--- src/rtl/rf_bump_unit.sv ---
module rf_bump_unit #(
  parameter int XLEN = 32,
  parameter int STEP = 4
) (
  input  logic [XLEN-1:0] base,
  output logic [XLEN-1:0] bumped
);
  localparam logic [XLEN-1:0] STEP_W = XLEN'(STEP);
  always_comb bumped = base + STEP_W;
endmodule

--- src/rtl/rf_port_arbiter.sv ---
module rf_port_arbiter #(
  parameter int XLEN = 32,
  parameter int AW   = 5
) (
  input  logic [AW-1:0]   entry_idx,
  input  logic            p1_en,
  input  logic [AW-1:0]   p1_idx,
  input  logic [XLEN-1:0] p1_data,
  input  logic            p2_en,
  input  logic [AW-1:0]   p2_idx,
  input  logic [XLEN-1:0] p2_data,
  output logic            hit,
  output logic [XLEN-1:0] data
);
  logic p1_hit, p2_hit;
  always_comb begin
    p1_hit = p1_en && (p1_idx == entry_idx) && (entry_idx != '0);
    p2_hit = p2_en && (p2_idx == entry_idx) && (entry_idx != '0);
    hit    = p1_hit || p2_hit;
    data   = p1_hit ? p1_data : p2_data;
  end
endmodule

--- src/rtl/dual_wr_regfile.sv ---
module dual_wr_regfile #(
  parameter int XLEN  = 32,
  parameter int NREGS = 32,
  parameter int STEP  = 4
) (
  input  logic                     clk,
  input  logic                     rst,
  input  logic [$clog2(NREGS)-1:0] rd_a_idx,
  input  logic [$clog2(NREGS)-1:0] rd_b_idx,
  output logic [XLEN-1:0]          rd_a_data,
  output logic [XLEN-1:0]          rd_b_data,
  input  logic                     wr_en,
  input  logic [$clog2(NREGS)-1:0] wr_idx,
  input  logic [XLEN-1:0]          wr_data,
  input  logic                     bump_en
);
  localparam int AW = $clog2(NREGS);

  logic [XLEN-1:0] regs [NREGS];
  logic [XLEN-1:0] bump_data;
  logic [NREGS-1:0] entry_hit;
  logic            collide;

  // Combinational reads; entry 0 is never written so it reads zero
  always_comb begin
    rd_a_data = regs[rd_a_idx];
    rd_b_data = regs[rd_b_idx];
  end

  rf_bump_unit #(.XLEN(XLEN), .STEP(STEP)) u_bump (
    .base(rd_a_data), .bumped(bump_data)
  );

  assign collide = wr_en && bump_en && (wr_idx == rd_a_idx) && (wr_idx != '0);

  assign entry_hit[0] = 1'b0;
  always_ff @(posedge clk) regs[0] <= '0;

  for (genvar g = 1; g < NREGS; g++) begin : g_entry
    logic            hit;
    logic [XLEN-1:0] nxt;
    rf_port_arbiter #(.XLEN(XLEN), .AW(AW)) u_arb (
      .entry_idx(AW'(g)),
      .p1_en(wr_en), .p1_idx(wr_idx), .p1_data(wr_data),
      .p2_en(bump_en), .p2_idx(rd_a_idx), .p2_data(bump_data),
      .hit(hit), .data(nxt)
    );
    assign entry_hit[g] = hit;
    always_ff @(posedge clk) begin
      if (rst)      regs[g] <= '0;
      else if (hit) regs[g] <= nxt;
    end
  end


  zero_reads_zero_chk: assert property (@(posedge clk)
    (rd_a_idx == '0) |-> (rd_a_data == '0));


  bump_adds_step_chk: assert property (@(posedge clk) disable iff (rst)
    (bump_en && !wr_en && rd_a_idx != '0) |=>
      (regs[$past(rd_a_idx)] == $past(rd_a_data) + XLEN'(STEP)));


  primary_wins_chk: assert property (@(posedge clk) disable iff (rst)
    collide |=> (regs[$past(wr_idx)] == $past(wr_data)));


  reset_clears_chk: assert property (@(posedge clk)
    rst |=> (rd_b_data == '0));


  at_most_two_chk: assert property (@(posedge clk) disable iff (rst)
    $countones(entry_hit) <= 2);


  idle_stable_chk: assert property (@(posedge clk) disable iff (rst)
    (!wr_en && !bump_en && !rst) |=> $stable(rd_b_data) || $changed(rd_b_idx));
endmodule

--- config.mk ---
export PLATFORM = sky130hd
export DESIGN_NAME = dual_wr_regfile
export DESIGN_NICKNAME = d
export VERILOG_FILES = /design/src/rtl/rf_bump_unit.sv /design/src/rtl/rf_port_arbiter.sv /design/src/rtl/dual_wr_regfile.sv
export SDC_FILE = /design/constraint.sdc
export NUM_CORES = 2
export LEC_CHECK = 0
export ABC_AREA = 1
export BUFFER_PORTS_ARGS = -buffer_cell sky130_fd_sc_hd__buf_4
export CELL_PAD_IN_SITES_DETAIL_PLACEMENT = 0
export CELL_PAD_IN_SITES_GLOBAL_PLACEMENT = 1
export CORE_MARGIN = 2
export CORE_UTILIZATION = 25
export CTS_CLUSTER_SIZE = 28
export DETAILED_ROUTE_END_ITERATION = 8
export PLACE_DENSITY_LB_ADDON = 0.1
export SETUP_SLACK_MARGIN = 0.02
export SYNTH_ARGS = -nofsm -noshare
export SYNTH_HDL_FRONTEND = slang
export SYNTH_SLANG_ARGS = --single-unit
--- constraint.sdc ---
create_clock -name clk -period 6.4 [get_ports clk]
set_input_delay 0 -clock clk [delete_from_list [all_inputs] [get_ports clk]]
set_output_delay 0 -clock clk [all_outputs]
set_load 0.05 [all_outputs]
* After elaboration in Yosys (flattened, before gate mapping) *
Memory sizes are Yosys's and may differ from the RTL's.
Cells that the tools add are included.

storage, ports and cells
  output and inout port bits = 64
  bits in writable memories = 1,024
  memories = 1
  register bits after elaboration = 0

cells by class
  equal/unequal tests = 62
  bitwise operators = 31
  reduce and logical (&&, ||, !) cells = 93
  $add $sub $neg = 1
  mux-type cells = 157

memory list
  memory  words  bits a word  read ports  clocked after memory_dff  write ports  RTL line               text
  regs    32     32           2           0                         32           dual_wr_regfile.sv:19  logic [XLEN-1:0] regs [NREGS];

operators with widths
  operator               count
  $mux 32                62
  $eq 5x5->1 const B     32
  $mux 1                 95
  $eq 5x4->1 const B     16
  $logic_and 1x1->1      62
  $eq 5x3->1 const B     8
  $add 32x3->32 const B  1
  $logic_or 1x1->1       31
  $or 1x1->1             31
  $eq 5x2->1 const B     4
  $eq 5x1->1 const B     2

* Longest topological paths before layout *
  depth in word-level cells = 7
  mapped depth = 23
  depth with buffers taken out = 19

* Hierarchy *
Synthesis repeated with hierarchy kept, for this count alone.

unflattened totals
  cell total of the unflattened synthesis = 13,074
  area total of the unflattened synthesis = 82,118.8 um^2

modules (own cells, without submodules)
  module           area an instance (um^2)  times used  cells an instance
  dual_wr_regfile  59,199.3                 1           8,100
  rf_port_arbiter  711.9                    31          155
  rf_bump_unit     849.6                    1           169

* Least setup slack after synthesis *
OpenSTA, ideal clock, no wires.

  kind = input -> register
  start point = input rd_a_idx[0]
  end point = memory regs[22][22] (data pin)
  data required time = 6.151 ns
  library setup time = 0.249 ns
  stages on the path = 20
  setup slack = 3.090 ns
  data arrival time = 3.060 ns
  path buffers = 6
  path through = buf_4 > buf_6 > buf_6 > buf_4 > a21oi_1 > o21ai_1 > nand2_1 > nor2_1 > nand2_1 > nand2_1 > clkbuf_1 > ha_1 > nand3_1 > nor2_2 > nand2_1 > o21ai_2 > buf_2 > nand3_1 > nand2_1 > inv_1

RTL lines
  item                RTL line               text
  start: declaration  dual_wr_regfile.sv:8   input logic [$clog2(NREGS)-1:0] rd_a_idx,
  end: declaration    dual_wr_regfile.sv:19

==> impl_results.md <==
* Clk sinks at 992
* Max reg flops at 992
* Post-synth top area share at 0.438
* Global route overflow at 0
* Top-Level Pins at 115
* Placed Area at 72900 µm²
* Total GRT Usage at 0.310
* Initial core utilization at 0.251
* CP max FO at 40
* FF-to-FF Start: regs[4][13]
* Slew margin rel. at 0.142
* Area Growth Syn to Fin at 14.0%
* Routed wire length at 444 mm
* Lkg Pwr at 37.3 nW
* Reg with most FFs: regs
* Unrepaired setup endpoints after global routing: false
* Core area at 271000 µm²
* CP Launch Type: input port
* First-pass GRT wire length at 591 mm
* Num CTS Buffers at 142
* Hpwl dp at 253 mm
* Die Y at 525 µm
* Post-Syn Area at 68000 µm²
* Post-synthesis cell type count at 41
* Synth Net Count at 9721
* Row count at 191
* DRT iter0 DRCs at 9660
* Max Cap Viol at 0
* RR Endpoint: regs[17][31]
* Final Hold Viols at 0
* Die Width at 525 µm
* WP data required at 6.97 ns
* Detailed Routing Iterations Pass 1 at 7
* Setup crit end kind: register
* Post-synth top area cell: edfxtp_1
* Setup TNS at 0 ns
* Initial antenna violation count at 24
* Worst-Margin Slew at 1.29 ns
* Final worst slack at 1.90 ns
* Post-CTS setup buffer count at 0
* Worst Hold Class: in2reg
* Status: finished clean
* Worst VDD drop at 299 µV
* Via density at 5.51
* Largest net degree at the start of global routing at 146
* Fin crit share at 0.704
* Worst Path Arrival at 5.08 ns
* #FFs+latches synth at 992
* Syn Area/Cell at 7.03 µm²
* Largest regs: regs x992
* PD cells at 245 nW/µm²
* R2r setup slk at 2.40 ns
* Yosys warns at 0
* Placed instance count at 12800
* Top post-synthesis cells by area: edfxtp_1 (44%), nand2_1 (14%), a21oi_1 (7.9%)
* Root Buffer: clkbuf_16
* Post-route ant nets at 0
* Peak Freq at 222 MHz
* R2R cell count at 18
* Clock-pin slew on the worst setup and hold paths at 0.06 ns
* Final instance area at 77400 µm²
* Register area share after synthesis at 0.438
* CTS Buffer Depth at 3
* Finished Layout Cells at 13100
* Full die area at 276000 µm²
* Beginning of the worst hold path: wr_data[8]
* Hold endpoint: regs[18][8]
* RD Place Congestion at 0.889
* Clock latency on the worst-skew pair at 0.82 ns
* H-tree depth at 4
* DRC viols at 0
* Vias in the first global route at 66800
* Count of pins over their slew limit at 0
* Dpl ws at 1.33 ns
* Hold Path Depth at 5
* Minimum clock period at 4.50 ns
* TritonCTS clock tree: yes
* Final setup viols at 0
* Per-cell routed wire length at 33.9 µm
* Type of the worst setup path: in2reg
* Nets at 9465
* Layout Skew at 0.0457 ns
* Share of cells above drive strength 1 at 0.0801
* Via count at 72200
* Synthesized instance count at 9668
* I/O Buffers at 114
where the power goes:
part           switching, mW  internal [mW]
combinational           2.90          0.778
sequential             0.140           7.44
clock                   3.37           4.36
worst max-delay path, stage by stage:
cell,delay [ns]
buf_8,0.22
inv_8,0.42
nand2_4,0.40
nor2_2,0.90
nand2_1,0.11
nand2_1,0.09
nor2_1,0.06
nand2_1,0.15
nor2_1,0.12
nor2_2,0.56
nand2_1,0.23
nor2_1,0.30
nand2_1,0.18
nor2_1,0.51
nand2_1,0.14
nand2_2,0.10
buf_4,0.25
nand3_1,0.10
nand2_1,0.11
inv_1,0.04
metrics by stage:
stage	utilization	power [mW]	hold slack, ns
finish	0.286	19.0	0.0404
global route	0.286	19.5	0.0741
CTS	0.286	19.0	0.00798
detailed placement	0.270	11.3	0.410
global placement	0.270	11.3	0.419
floorplan	-	9.53	0.265
worst max-delay path by stage:
stage / start / end / slack, ns / cells past startpoint
floorplan: rd_a_idx[0] / regs[22][22] / 3.09 / 20
global placement: rd_a_idx[1] / regs[7][31] / 1.27 / 20
detailed placement: rd_a_idx[1] / regs[12][31] / 1.33 / 20
CTS: rd_a_idx[1] / regs[11][31] / 2.20 / 20
global route: rd_a_idx[1] / regs[17][31] / 1.85 / 20
finish: rd_a_idx[1] / regs[17][31] / 1.90 / 20
cell usage in the layout, fill, tap and decap left out, types with 7 or more instances in the layout:
cell / instances
clkinv_2: 14
nand4_1: 13
nor2_1: 731
dlygate4sd3_1: 27
buf_12: 30
nor2_2: 27
clkbuf_16: 145
nand2_1: 2527
o32ai_1: 8
o21ai_1: 185
o21ai_0: 1003
o221ai_1: 31
inv_2: 17
clkinv_1: 97
inv_1: 1043
edfxtp_1: 992
o22ai_1: 169
buf_4: 413
a31oi_1: 30
nand3_1: 638
a22oi_1: 38
clkbuf_1: 35
nor2_4: 40
nand2_2: 33
diode_2: 7
xor2_2: 7
a21oi_1: 1072
o211ai_1: 92
layer usage:
metal  vias up  GRT usage  share of wire
li1      31500          -              -
met2      4035      0.483           0.44
met3       898     0.0518          0.082
met5         -          0       0.000056
met1     35700      0.410           0.42
met4         4      0.164          0.059
logic make-up after synthesis:
family                   synth area share
buffers and inverters               0.117
multiplexers                     0.000442
adder cells (fa/ha/maj)          0.000368
AND/OR/NAND/NOR                     0.236
AO/OA/AOI/OAI                       0.206
flip-flops                          0.438
XOR/XNOR                          0.00103
synth_stat cells:
cell       instances
a211oi_1           3
o211ai_1          92
o31ai_1            4
a221oi_1           4
nand2_1         2559
o21ai_1          187
nor2_1           764
nor3_1             1
clkbuf_1         597
nand3b_1           1
nand2_2            1
a31oi_1           30
o221ai_1          31
o21bai_1           2
buf_1             27
o32ai_1            8
buf_6              7
inv_4              1
nor2_2            29
o21ai_2            1
ha_1               2
nand2_4            1
a22oi_1           38
nand4_1           13
o21ai_0         1003
edfxtp_1         992
xor2_1             8
nor4_1             1
o22ai_1          169
buf_2            201
nor2_4             5
nand3_2            1
inv_2             15
a21oi_1         1072
nand3_1          638
mux2i_1            3
o2111ai_1          2
clkinv_1          55
inv_1           1056
o221a_2            1
buf_4             43
what timing repair did:
action / 4_1_cts / 5_1_grt
endpoints found under the hold margin: 751 / 0
hold buffers: 27 / 0
gates resized for setup: 0 / 0
area by class of cell:
type,count,area [µm²]
Inverter,1127,4280
Antenna cell,7,17.5
Fill cell,29400,193000
Timing Repair Buffer,475,4040
Clock buffer,180,3760
Multi-Input combinational cell,6674,30600
Clock inverter,67,484
Tap cell,3570,4470
Sequential cell,992,29800
Note: power is estimated with default switching activity, not from simulation.
